$ cat src/rtl/gpio_ip_pkg.sv
package gpio_ip_pkg;
  localparam int REG_W    = 32;
  localparam int FIELD_W  = 8;
  localparam int DATA_LSB = 0;
  localparam int RSVD_LSB = 8;
  localparam int DIR_LSB  = 16;
  localparam int IEN_LSB  = 24;

  // Next value of one output data bit after a write.
  function automatic logic merge_bit(input logic old_v, input logic wr_v,
                                     input logic is_out);
    return is_out ? wr_v : old_v;
  endfunction

  // Per-pin enabled toggle detect.
  function automatic logic [FIELD_W-1:0] toggles(input logic [FIELD_W-1:0] cur,
                                                 input logic [FIELD_W-1:0] prev,
                                                 input logic [FIELD_W-1:0] en);
    return (cur ^ prev) & en;
  endfunction

  // Assemble the read word from its fields.
  function automatic logic [REG_W-1:0] pack_read(input logic [FIELD_W-1:0] lvl,
                                                 input logic [FIELD_W-1:0] dir,
                                                 input logic [FIELD_W-1:0] ien);
    logic [REG_W-1:0] w;
    w = '0;
    w[DATA_LSB +: FIELD_W] = lvl;
    w[DIR_LSB  +: FIELD_W] = dir;
    w[IEN_LSB  +: FIELD_W] = ien;
    return w;
  endfunction

  // Next state of the visible flag.
  function automatic logic flag_next(input logic cur, input logic clr,
                                     input logic tick, input logic pend);
    return (cur & ~clr) | (tick & pend);
  endfunction
endpackage

$ cat src/rtl/gpio_sync.sv
module gpio_sync #(
  parameter int W      = 8,
  parameter int STAGES = 2
) (
  input  logic         clk,
  input  logic         rst_n,
  input  logic [W-1:0] din,
  output logic [W-1:0] dout
);
  logic [W-1:0] stage_q [STAGES];

  always_ff @(posedge clk or negedge rst_n) begin
    if (!rst_n) begin
      for (int s = 0; s < STAGES; s++) stage_q[s] <= '0;
    end else begin
      stage_q[0] <= din;
      for (int s = 1; s < STAGES; s++) stage_q[s] <= stage_q[s-1];
    end
  end

  assign dout = stage_q[STAGES-1];
endmodule

$ cat src/rtl/gpio_regs.sv
module gpio_regs
  import gpio_ip_pkg::*;
#(
  parameter int NPINS = 8
) (
  input  logic             clk,
  input  logic             rst_n,
  input  logic             we,
  input  logic [NPINS-1:0] wr_data,
  input  logic [NPINS-1:0] wr_dir,
  input  logic [NPINS-1:0] wr_ien,
  output logic [NPINS-1:0] data_q,
  output logic [NPINS-1:0] dir_q,
  output logic [NPINS-1:0] ien_q
);
  // Data bit i only takes the write when the new direction makes it an output.
  for (genvar i = 0; i < NPINS; i++) begin : g_data
    always_ff @(posedge clk or negedge rst_n) begin
      if (!rst_n)  data_q[i] <= 1'b0;
      else if (we) data_q[i] <= merge_bit(data_q[i], wr_data[i], wr_dir[i]);
    end
  end

  always_ff @(posedge clk or negedge rst_n) begin
    if (!rst_n) begin
      dir_q <= '0;
      ien_q <= '0;
    end else if (we) begin
      dir_q <= wr_dir;
      ien_q <= wr_ien;
    end
  end
endmodule

$ cat src/rtl/gpio_edge_irq.sv
module gpio_edge_irq
  import gpio_ip_pkg::*;
#(
  parameter int NPINS = 8
) (
  input  logic             clk,
  input  logic             rst_n,
  input  logic [NPINS-1:0] lvl,
  input  logic [NPINS-1:0] ien,
  input  logic             tick,
  input  logic             clr,
  output logic             edge_hit,
  output logic             pend,
  output logic             flag
);
  logic [NPINS-1:0]   prev_q;
  logic [FIELD_W-1:0] lvl_x, prev_x, ien_x;

  always_comb begin
    lvl_x  = '0;
    prev_x = '0;
    ien_x  = '0;
    lvl_x[NPINS-1:0]  = lvl;
    prev_x[NPINS-1:0] = prev_q;
    ien_x[NPINS-1:0]  = ien;
  end

  assign edge_hit = |toggles(lvl_x, prev_x, ien_x);

  always_ff @(posedge clk or negedge rst_n) begin
    if (!rst_n) begin
      prev_q <= '0;
      pend   <= 1'b0;
      flag   <= 1'b0;
    end else begin
      prev_q <= lvl;
      // A strobe hands the pending value over; an edge in that cycle starts the next interval.
      pend   <= tick ? edge_hit : (pend | edge_hit);
      flag   <= flag_next(flag, clr, tick, pend);
    end
  end
endmodule

$ cat src/rtl/gpio_interval_port.sv
module gpio_interval_port
  import gpio_ip_pkg::*;
#(
  parameter int NPINS       = 8,
  parameter int SYNC_STAGES = 2
) (
  input  logic             clk,
  input  logic             rst_n,
  input  logic             reg_we,
  input  logic [REG_W-1:0] reg_wdata,
  output logic [REG_W-1:0] reg_rdata,
  input  logic [NPINS-1:0] pad_i,
  output logic [NPINS-1:0] pad_o,
  output logic [NPINS-1:0] pad_oe,
  input  logic             intv_tick,
  input  logic             flag_clr,
  output logic             edge_flag
);
  logic [NPINS-1:0]   lvl_sync;
  logic [NPINS-1:0]   data_q, dir_q, ien_q;
  logic [FIELD_W-1:0] lvl_x, dir_x, ien_x;
  logic               edge_hit_w;
  logic               pend_w;

  gpio_sync #(.W(NPINS), .STAGES(SYNC_STAGES)) u_sync (
    .clk  (clk),
    .rst_n(rst_n),
    .din  (pad_i),
    .dout (lvl_sync)
  );

  gpio_regs #(.NPINS(NPINS)) u_regs (
    .clk    (clk),
    .rst_n  (rst_n),
    .we     (reg_we),
    .wr_data(reg_wdata[DATA_LSB +: NPINS]),
    .wr_dir (reg_wdata[DIR_LSB  +: NPINS]),
    .wr_ien (reg_wdata[IEN_LSB  +: NPINS]),
    .data_q (data_q),
    .dir_q  (dir_q),
    .ien_q  (ien_q)
  );

  gpio_edge_irq #(.NPINS(NPINS)) u_irq (
    .clk     (clk),
    .rst_n   (rst_n),
    .lvl     (lvl_sync),
    .ien     (ien_q),
    .tick    (intv_tick),
    .clr     (flag_clr),
    .edge_hit(edge_hit_w),
    .pend    (pend_w),
    .flag    (edge_flag)
  );

  always_comb begin
    lvl_x = '0;
    dir_x = '0;
    ien_x = '0;
    lvl_x[NPINS-1:0] = lvl_sync;
    dir_x[NPINS-1:0] = dir_q;
    ien_x[NPINS-1:0] = ien_q;
  end

  assign reg_rdata = pack_read(lvl_x, dir_x, ien_x);
  assign pad_o     = data_q;
  assign pad_oe    = dir_q;
endmodule

$ cat config.mk
export PLATFORM = sky130hd
export DESIGN_NAME = gpio_interval_port
export DESIGN_NICKNAME = d
export VERILOG_FILES = /design/src/rtl/gpio_ip_pkg.sv /design/src/rtl/gpio_sync.sv /design/src/rtl/gpio_regs.sv /design/src/rtl/gpio_edge_irq.sv /design/src/rtl/gpio_interval_port.sv
export SDC_FILE = /design/constraint.sdc
export NUM_CORES = 1
export LEC_CHECK = 0
export ABC_AREA = 1
export CAP_MARGIN = 10
export CELL_PAD_IN_SITES_DETAIL_PLACEMENT = 2
export CELL_PAD_IN_SITES_GLOBAL_PLACEMENT = 2
export CORE_UTILIZATION = 25
export CTS_CLUSTER_SIZE = 8
export DETAILED_ROUTE_END_ITERATION = 16
export PLACE_DENSITY_LB_ADDON = 0.08
export SYNTH_ARGS = -nofsm -noshare
export SYNTH_HDL_FRONTEND = slang
export SYNTH_HIERARCHICAL = 1
export SYNTH_SLANG_ARGS = --single-unit
$ cat constraint.sdc
create_clock -name clk -period 1.8 [get_ports clk]
set_input_delay 0.27 -clock clk [delete_from_list [all_inputs] [get_ports clk]]
set_output_delay 0.27 -clock clk [all_outputs]
set_load 0.005 [all_outputs]
---- Word level (Yosys, flattened, before mapping) ----
Cells that the tools add are included.
word-level totals
  bits of input ports ..................... 45
  flip-flop bits (word level) ............. 50
  output and inout port bits .............. 49
cells by class
  multiplexer cells ....................... 1
  bitwise logic cells ..................... 7
  reduce and logical (&&, ||, !) cells .... 9
operator list
  cell                 number
  2-bit AND reduction  8
  8-bit AND            1
  8-bit OR reduction   1
  8-bit XOR            1
  1-bit AND            2
  1-bit OR             2
  1-bit 2-to-1 mux     1
  1-bit inverter       1

---- Logic depth before layout (Yosys ltp) ----
Gate-level depths: netlist (run 1).
  depth in word-level cells ............... 5
  mapped depth ............................ 7
  depth with buffers taken out ............ 6

---- By module ----
Netlist (run 1), hierarchy kept.
by module, submodules not included
  module              area an instance (µm²)  sequential area each (µm²)  instances  cells each
  gpio_regs           925.9                   600.6                       1          100
  gpio_edge_irq       471.7                   250.2                       1          63
  gpio_sync           460.4                   400.4                       1          24
  gpio_interval_port  123.9                   0.0                         1          17

---- Worst setup path after synthesis (run 1) ----
No wires, ideal clock.
  kind .................................... reg-to-reg
  from .................................... register u_sync.stage_q, in the netlist u_sync/dout[2]
  to ...................................... register u_irq.pend
  arrival ................................. 0.840 ns
  clock period less this slack ............ 0.966 ns
  library setup time ...................... 0.126 ns
  setup slack ............................. 0.834 ns
  required time ........................... 1.674 ns
  buffers on the path ..................... 1
  cell stages (with the launch flop) ...... 8
  path through ............................ dfrtp_1 -> buf_4 -> inv_1 -> nand2_1 -> nand3_1 -> nand2_1 -> nor2_2 -> nand3_1
on the way
  cells in the longest elaborated chain, start to end .. 5
ends and longest elaborated chain
  item                    RTL line             RTL
  start, declared         gpio_sync.sv:10      logic [W-1:0] stage_q [STAGES];
  8-bit XOR (*)           gpio_ip_pkg.sv:19    return (cur ^ prev) & en;
  8-bit AND (*)           gpio_ip_pkg.sv:19
  8-bit OR reduction (*)  gpio_edge_irq.sv:28  assign edge_hit = |toggles(lvl_x, prev_x, ien_x);
  1-bit OR                gpio_edge_irq.sv:38  pend <= tick ? edge_hit : (pend | edge_hit);
  1-bit 2-to-1 mux (*)    gpio_edge_irq.sv:38
  end signal, assigned    gpio_edge_irq.sv:38
  end, declared           gpio_edge_irq.sv:13  output logic pend,
Every way passes the cells marked *; elsewhere a longest branch is shown, timed or not.
A chain may end at the register's enable or synchronous reset.

---- Worst setup path in the final report (run 1) ----
  from .................................... register u_sync.stage_q, in the netlist u_sync/dout[4]
  to ...................................... output port reg_rdata[4]
RTL lines
  item           RTL line                  RTL
  end, declared  gpio_interval_port.sv:11  output logic [REG_W-1:0] reg_rdata,
No word-level cell between the ends.

==> results of run 1 <==
==> layer usage <==
metal	vias up	part of all wire, %	track usage, %
met3	4	6.8	3.69
met1	734	43	14.7
li1	711	-	-
met4	0	1.0	3.97
met5	-	0	0
met2	50	49	19.0
==> report_power, final <==
part	switching, mW	internal (mW)	total (mW)
clock	0.366	0.415	0.781
combinational	0.150	0.252	0.402
sequential	0.0585	1.21	1.27
==> final cells by class <==
class | count | share of cell area, %
multi-input combinational | 98 | 14.8
timing repair buffer | 81 | 28.5
tap | 102 | 4.48
inverter | 34 | 4.48
clock inverter | 2 | 1.32
clock buffer | 6 | 2.55
sequential | 50 | 43.9
==> final timing paths <==
path / endpoint / slack, ps / cells after the start / startpoint
min in group asynchronous: u_sync/dout[7] / 450 / 2 / rst_n
max in group asynchronous: u_regs/data_q[4] / 690 / 3 / rst_n
setup / recovery: reg_rdata[4] / 300 / 1 / u_sync/dout[4]
setup reg to reg: u_irq/pend / 860 / 6 / u_sync/dout[3]
hold / removal: u_sync/dout[0] / 350 / 0 / u_sync/stage_q[8]
hold reg to reg: u_sync/dout[0] / 350 / 0 / u_sync/stage_q[8]
==> registers in the layout, indices dropped and copies added (netlist names) <==
register	cells
u_irq/prev_q	8
u_regs/data_q	8
u_regs/ien_q	8
u_regs/dir_q	8
u_irq/pend	1
u_irq/flag	1
u_sync/dout	8
u_sync/stage_q	8
==> what timing repair did <==
action	4_1_cts	5_1_grt
hold buffers	1	0
gates resized for setup	0	0
endpoints found under the hold margin	16	0
endpoints found under the setup margin	0	0
==> placed cells by master (no fill, tap or decap), types with 2 or more instances in the layout <==
cell type and instances:
clkdlybuf4s50_1 76, dfrtp_1 50, nand3_1 16, o21ai_0 16
conb_1 8, nand2_1 54, inv_1 34, buf_4 2
clkbuf_8 5, nor2_2 2
==> through the flow <==
stage	util, %	setup slack [ps]
floorplan	-	861
global placement	35.5	485
detailed placement	35.5	471
CTS	37.0	267
global route	37.0	207
finish	37.0	301
==> flow_summary_export.csv, run 1 <==
group,metric,value,unit
status,outcome,"complete, no violations",
hold_path,worstHoldPathType,"flop to flop",
clock_network,postCtsSetupRepairBufs,0,
die,io_pins,94,
grt,track_usage,11.7,%
die,die_y,91.0,um
timing,tns,0,ps
grt,grt_overflow,0,
synthesis,yosys_warnings,6,
setup_path,worstSetupPathType,"flop to output pin",
layout,antennaDiodeCount,0,
timing,report.final.setup_viol,0,
power_and_ir_drop,power_density,860,mW/mm2
timing,period_share,83.3,%
layout,nFillCells,871,
timing,rsz0062_at_grt,"false",
layout,fin_area,0.00285,mm2
die,start_util,25.7,%
power_and_ir_drop,p_leak,1.37,nW
route,routed_wl,4480,um
route,drt_first_pass_iters,4,
route,post_drt_via_cell_ratio,4.02,
die,rows,32,
clock_network,clk_latency,300,ps
clock_network,cts-root-buf,"clkbuf_8",
grt,antenna_found_initial,0,
clock_network,path_clk_slew,90,ps
setup_path,cp.required,1530,ps
clock_network,cts_sinks,50,
clock_network,tritoncts,"done",
synthesis,avgSynthCellArea,9.74,um2
layout,fin_cells,373,
setup_path,critPathCaptureType,"output pin",
synthesis,netlist_area,0.00198,mm2
grt,grt_max_degree,41,
power_and_ir_drop,peakVddDrop,0.000311,V
layout,area_delta_synth_final,44.0,%
synthesis,syn_inst,203,
route,wl_per_cell,12.0,um
die,core-area,0.00769,mm2
die,dieArea,0.00827,mm2
timing,finalHoldViolations,0,
power_and_ir_drop,power.total,2.45,mW
placed_design,gpl.final_weighted_congestion,0.664,
layout,layout-drive-gt1-share,5.17,%
grt,grt_pass1_vias,1579,
route,drcViolationCount,0,
placed_design,post_dp_cell_area,0.00273,mm2
setup_path,cp_num_buf_inv,1,
placed_design,dp_hpwl,3450,um
layout,seq_area,0.00125,mm2
timing,drv_slew,0,
clock_network,max-clock-path-buffers,2,
clock_network,h-tree-depth,2,
timing,whs,355,ps
placed_design,post-place-cells,364,
setup_path,cp_max_fo,4,
layout,multi_input_area,420,um2
route,dr.first_iter.drc_count,51,
setup_path,cp-start-kind,"flop",
timing,finClkSkew,4.26,ps
grt,grt_pass1_wl,7590,um
timing,min_period,1500,ps
clock_network,cts_buffers,5,
setup_path,crit_family,"buffers and inverters",
setup_path,worst_path_largest_cell_delay,520,ps
setup_path,path_cells,"clkdlybuf4s50_1",
route,ant_nets,0,
timing,fmax,667,MHz
layout,nets,315,
placed_design,portBuffers,77,
setup_path,cp_slowest_cell,"clkdlybuf4s50_1",
setup_path,cp_data_arrival_time,1230,ps
die,die_x,91.0,um
route,num_vias,1499,
run,drv_cap,0,
(Power assumes the default switching activity.)
==> inputs of run 2 (changes only) <==
- CORE_UTILIZATION: 25 -> 23
- clock period: 1.8 -> 1.4 ns (I/O delays scaled with it)
==> flow_summary_export.csv, run 2 (same netlist as run 1, synthesis figures left out) <==
group,metric,value,unit
status,outcome,"complete, no violations",
die,die_x,94.7,um
hold_path,hold_depth,1,
layout,antennaDiodeCount,0,
route,wl_per_cell,11.9,um
layout,seq_area,0.00125,mm2
die,io_pins,94,
power_and_ir_drop,clkPwrFrac,27.4,%
setup_path,worstReg2RegStart,"u_sync/dout[3]",
hold_path,timing.hold.worst_endpoint,"u_sync/stage_q[10]",
power_and_ir_drop,power.switching,719,uW
timing,fin_ws,46.9,ps
route,dr.first_iter.drc_count,32,
clock_network,clk_latency,290,ps
setup_path,worstSetupPathType,"flop to output pin",
timing,finClkSkew,3.14,ps
placed_design,post_dp_cell_area,0.00274,mm2
grt,grt_use_met1,12.8,%
route,num_vias,1571,
layout,area_delta_synth_final,53.7,%
die,core-area,0.00826,mm2
route,routed_wl,4730,um
timing,min_period,1350,ps
clock_network,cts-root-buf,"clkbuf_8",
clock_network,path_clk_slew,90,ps
die,dieArea,0.00898,mm2
grt,antenna_found_initial,0,
hold_path,min-delay-start,"pad_i[2]",
hold_path,worstHoldPathType,"input port to flop",
power_and_ir_drop,pwr-share-seq,53.8,%
timing,whs,350,ps
die,start_util,24.0,%
timing,fmax,739,MHz
setup_path,r2r_setup_slack,250,ps
grt,met2_usage,19.5,%
clock_network,tritoncts,"done",
die,die_y,94.7,um
placed_design,dp_hpwl,3240,um
placed_design,place_ws,105,ps
layout,fin_area,0.00304,mm2
die,rows,33,
setup_path,cp_num_buf_inv,1,
route,ant_nets,0,
layout,mostFrequentLayoutCells,"nand2_1 (54), dfrtp_1 (50), clkdlybuf4s50_1 (38)",
power_and_ir_drop,power.total,2.99,mW
power_and_ir_drop,pwr-share-comb,18.8,%
setup_path,cp_max_fo,2,
placed_design,portBuffers,77,
grt,grt_pass1_wl,7610,um
layout,multi_input_area,420,um2
setup_path,worstRegToRegCells,8,
power_and_ir_drop,internal-power,2.27,mW
clock_network,h-tree-depth,2,
setup_path,path_cells,"clkdlybuf4s50_1",
power_and_ir_drop,power_density,985,mW/mm2
setup_path,critPathCaptureType,"output pin",
placed_design,gpl.final_weighted_congestion,0.618,
route,post_drt_via_cell_ratio,3.96,
clock_network,cts_buffers,5,
power_and_ir_drop,peakVddDrop,0.000455,V
setup_path,cp_data_arrival_time,1140,ps
route,drcViolationCount,0,
grt,grt_busiest_layer,"met2",
timing,drv_slew,0,
setup_path,reg2reg_to,"u_irq/pend",
timing,report.final.setup_viol,0,
setup_path,worst_path_largest_cell_delay,500,ps
route,drt_first_pass_iters,4,
timing,period_share,96.7,%
layout,nFillCells,919,
setup_path,cp.required,1190,ps
grt,met3_usage,4.11,%
power_and_ir_drop,p_leak,1.73,nW
setup_path,crit_family,"buffers and inverters",
grt,grt_pass1_vias,1615,
setup_path,cp-start-kind,"flop",
grt,track_usage,11.1,%
setup_path,cp_slowest_cell,"clkdlybuf4s50_1",
timing,finalHoldViolations,0,
power_and_ir_drop,p_sw_share,24.0,%
clock_network,cts_sinks,50,
grt,grt_overflow,0,
layout,nets,338,
run,drv_cap,0,
grt,grt_max_degree,51,
clock_network,max-clock-path-buffers,2,
layout,layout_commonest_cell,"nand2_1",
layout,layout-drive-gt1-share,12.3,%
-- run 2: how the worst max path moves through the flow --
stage / start / end / cells after the start
after floorplan: u_sync/dout[2] / u_irq/pend / 7
after global placement: reg_we / u_regs/data_q[6] / 5
after detailed placement: reg_we / u_regs/data_q[2] / 5
after CTS: u_regs/data_q[0] / pad_o[0] / 1
after global routing: u_sync/dout[3] / reg_rdata[3] / 1
final: u_sync/dout[0] / reg_rdata[0] / 1
-- run 2: cell type report --
type / instances / area share, %
inverter: 34 / 4.20
multi-input combinational: 98 / 13.8
clock buffer: 6 / 2.72
timing repair buffer: 104 / 33.8
sequential: 50 / 41.2
tap: 105 / 4.32
-- run 2: power by group through the flow --
stage                     Sequential (mW)  Combinational (mW)  Clock [mW]
final                                1.61               0.562       0.821
after global routing                 1.63               0.630       0.943
after CTS                            1.62               0.581       0.885
after detailed placement             1.66               0.530           0
after global placement               1.66               0.519           0
after floorplan                      1.64               0.200           0
-- run 2: routing by layer --
metal	vias up	share of wire, %
met1	765	41
li1	751	-
met3	2	7.7
met5	-	0
met2	53	51
met4	0	0.36
-- run 2: stage by stage --
step,cells,setup TNS [ps],utilization [%]
final,397,0,36.8
after global routing,397,-1.46,36.8
after CTS,392,0,35.7
after detailed placement,366,0,33.1
after global placement,366,0,33.1
after floorplan,210,0,-
-- run 2: timing repair --
action,4_1_cts,5_1_grt
setup endpoints to repair,33,24
gates resized for setup,17,21
hold buffers,1,0
setup buffers,19,5
hold endpoints to repair,50,0
==> inputs of run 3 (changes only) <==
- clock period: 1.4 -> 1.3 ns (I/O delays scaled with it)
==> flow_summary_export.csv, run 3 (same netlist as run 1, synthesis figures left out) <==
group,metric,value,unit
status,outcome,"complete, no violations",
timing,min_period,1240,ps
timing,report.final.setup_viol,0,
route,ant_nets,0,
power_and_ir_drop,power.switching,830,uW
setup_path,worstSetupPathType,"flop to output pin",
layout,area_delta_synth_final,49.7,%
clock_network,cts-root-buf,"clkbuf_8",
timing,fin_ws,61.4,ps
timing,finClkSkew,3.99,ps
grt,grt_max_degree,51,
timing,fmax,807,MHz
setup_path,worstRegToRegCells,7,
timing,rsz0062_at_grt,"false",
setup_path,cp.required,1110,ps
route,drcViolationCount,0,
clock_network,max-clock-path-buffers,2,
layout,nets,334,
die,start_util,24.0,%
setup_path,worstReg2RegStart,"u_sync/dout[2]",
power_and_ir_drop,p_leak,1.54,nW
power_and_ir_drop,pwr-share-comb,16.6,%
route,drt_first_pass_iters,2,
clock_network,cts_sinks,50,
power_and_ir_drop,clkPwrFrac,32.4,%
clock_network,path_clk_slew,100,ps
layout,nFillCells,937,
clock_network,tritoncts,"done",
layout,antennaDiodeCount,0,
timing,tns,0,ps
layout,layout_commonest_cell,"nand2_1",
setup_path,critPathCaptureType,"output pin",
timing,drv_slew,0,
layout,utilization,35.8,%
placed_design,place_ws,40.4,ps
die,dieArea,0.00898,mm2
die,rows,33,
die,die_x,94.7,um
route,wl_per_cell,12.0,um
hold_path,min-delay-start,"pad_i[2]",
die,core-area,0.00826,mm2
timing,whs,325,ps
setup_path,cp_max_fo,2,
route,routed_wl,4750,um
die,io_pins,94,
die,die_y,94.7,um
timing,finalHoldViolations,0,
route,dr.first_iter.drc_count,19,
power_and_ir_drop,peakVddDrop,0.000406,V
run,drv_cap,0,
placed_design,gpl.final_weighted_congestion,0.647,
layout,mostFrequentLayoutCells,"nand2_1 (54), dfrtp_1 (50), dlygate4sd2_1 (37)",
grt,grt_pass1_vias,1619,
setup_path,cp_data_arrival_time,1040,ps
timing,period_share,95.3,%
setup_path,r2r_setup_slack,240,ps
clock_network,h-tree-depth,2,
setup_path,cp-start-kind,"flop",
route,post_drt_via_cell_ratio,3.93,
clock_network,cts_buffers,5,
grt,track_usage,11.3,%
power_and_ir_drop,power_density,1150,mW/mm2
grt,grt_overflow,0,
power_and_ir_drop,internal-power,2.58,mW
setup_path,reg2reg_to,"u_irq/pend",
power_and_ir_drop,power.total,3.41,mW
clock_network,clk_latency,300,ps
power_and_ir_drop,pwr-share-seq,51.0,%
placed_design,dp_hpwl,3210,um
power_and_ir_drop,p_sw_share,24.4,%
hold_path,timing.hold.worst_endpoint,"u_sync/stage_q[10]",
layout,layout-drive-gt1-share,11.4,%
grt,grt_pass1_wl,7690,um
grt,antenna_found_initial,0,
hold_path,worstHoldPathType,"input port to flop",
placed_design,portBuffers,77,
route,num_vias,1553,
hold_path,hold_depth,1,
-- run 3: cell types whose count changed in the layout (fill, tap and decap cells not counted), moves of 3 or more --
cell             previous run  this run
buf_4                      24        20
clkdlybuf4s15_1             0         4
clkdlybuf4s50_1            38        35
dlygate4sd2_1              17        37
dlymetal6s2s_1             21         0
-- run 3: worst max-delay path by stage --
stage	startpoint	endpoint	cells past startpoint
floorplan	u_sync/dout[2]	u_irq/pend	7
global placement	reg_we	u_regs/data_q[6]	5
detailed placement	reg_we	u_regs/data_q[2]	5
CTS	u_regs/dir_q[4]	pad_oe[4]	2
global route	u_regs/dir_q[3]	reg_rdata[19]	2
finish	u_regs/dir_q[3]	reg_rdata[19]	2
-- run 3: area by class of cell --
cell class              instances  area, um2  share of cell area (%)
repair buffers                100        920                    31.1
flip-flops and latches         50       1250                    42.3
well taps                     105        131                    4.44
multi-input cells              98        420                    14.2
inverters                      34        128                    4.31
clock inverters                 2       37.5                    1.27
clock buffers                   6       72.6                    2.45
-- run 3: power by group through the flow --
stage          registers, mW  logic (mW)  clock network [mW]
2_1_floorplan           1.77       0.215                   0
5_1_grt                 1.76       0.638                1.20
3_5_place_dp            1.79       0.569                   0
3_3_place_gp            1.79       0.560                   0
4_1_cts                 1.74       0.580                1.14
6_report                1.74       0.565                1.10
-- run 3: metrics by stage --
step | std cells | area, um2
final | 395 | 2960
after global routing | 395 | 2960
after CTS | 395 | 2960
after detailed placement | 366 | 2740
after global placement | 366 | 2740
after floorplan | 210 | 2000
-- run 3: critical path: stages (launching register included) --
cell	delay (ps)
dfrtp_1	400
buf_4	140
clkdlybuf4s15_1	200
-- run 3: layer usage --
layer	GRT usage [%]	wire length (um)	vias up
met4	3.79	52	0
met2	19.5	2390	54
li1	-	-	747
met3	3.78	360	7
met5	0	0	-
met1	13.2	1950	745
-- run 3: what timing repair did --
item                                   4_1_cts  5_1_grt
setup endpoints to repair                   41        2
setup buffers                               20        0
gates resized for setup                     43        2
endpoints found under the hold margin       50        0
hold buffers                                 1        0
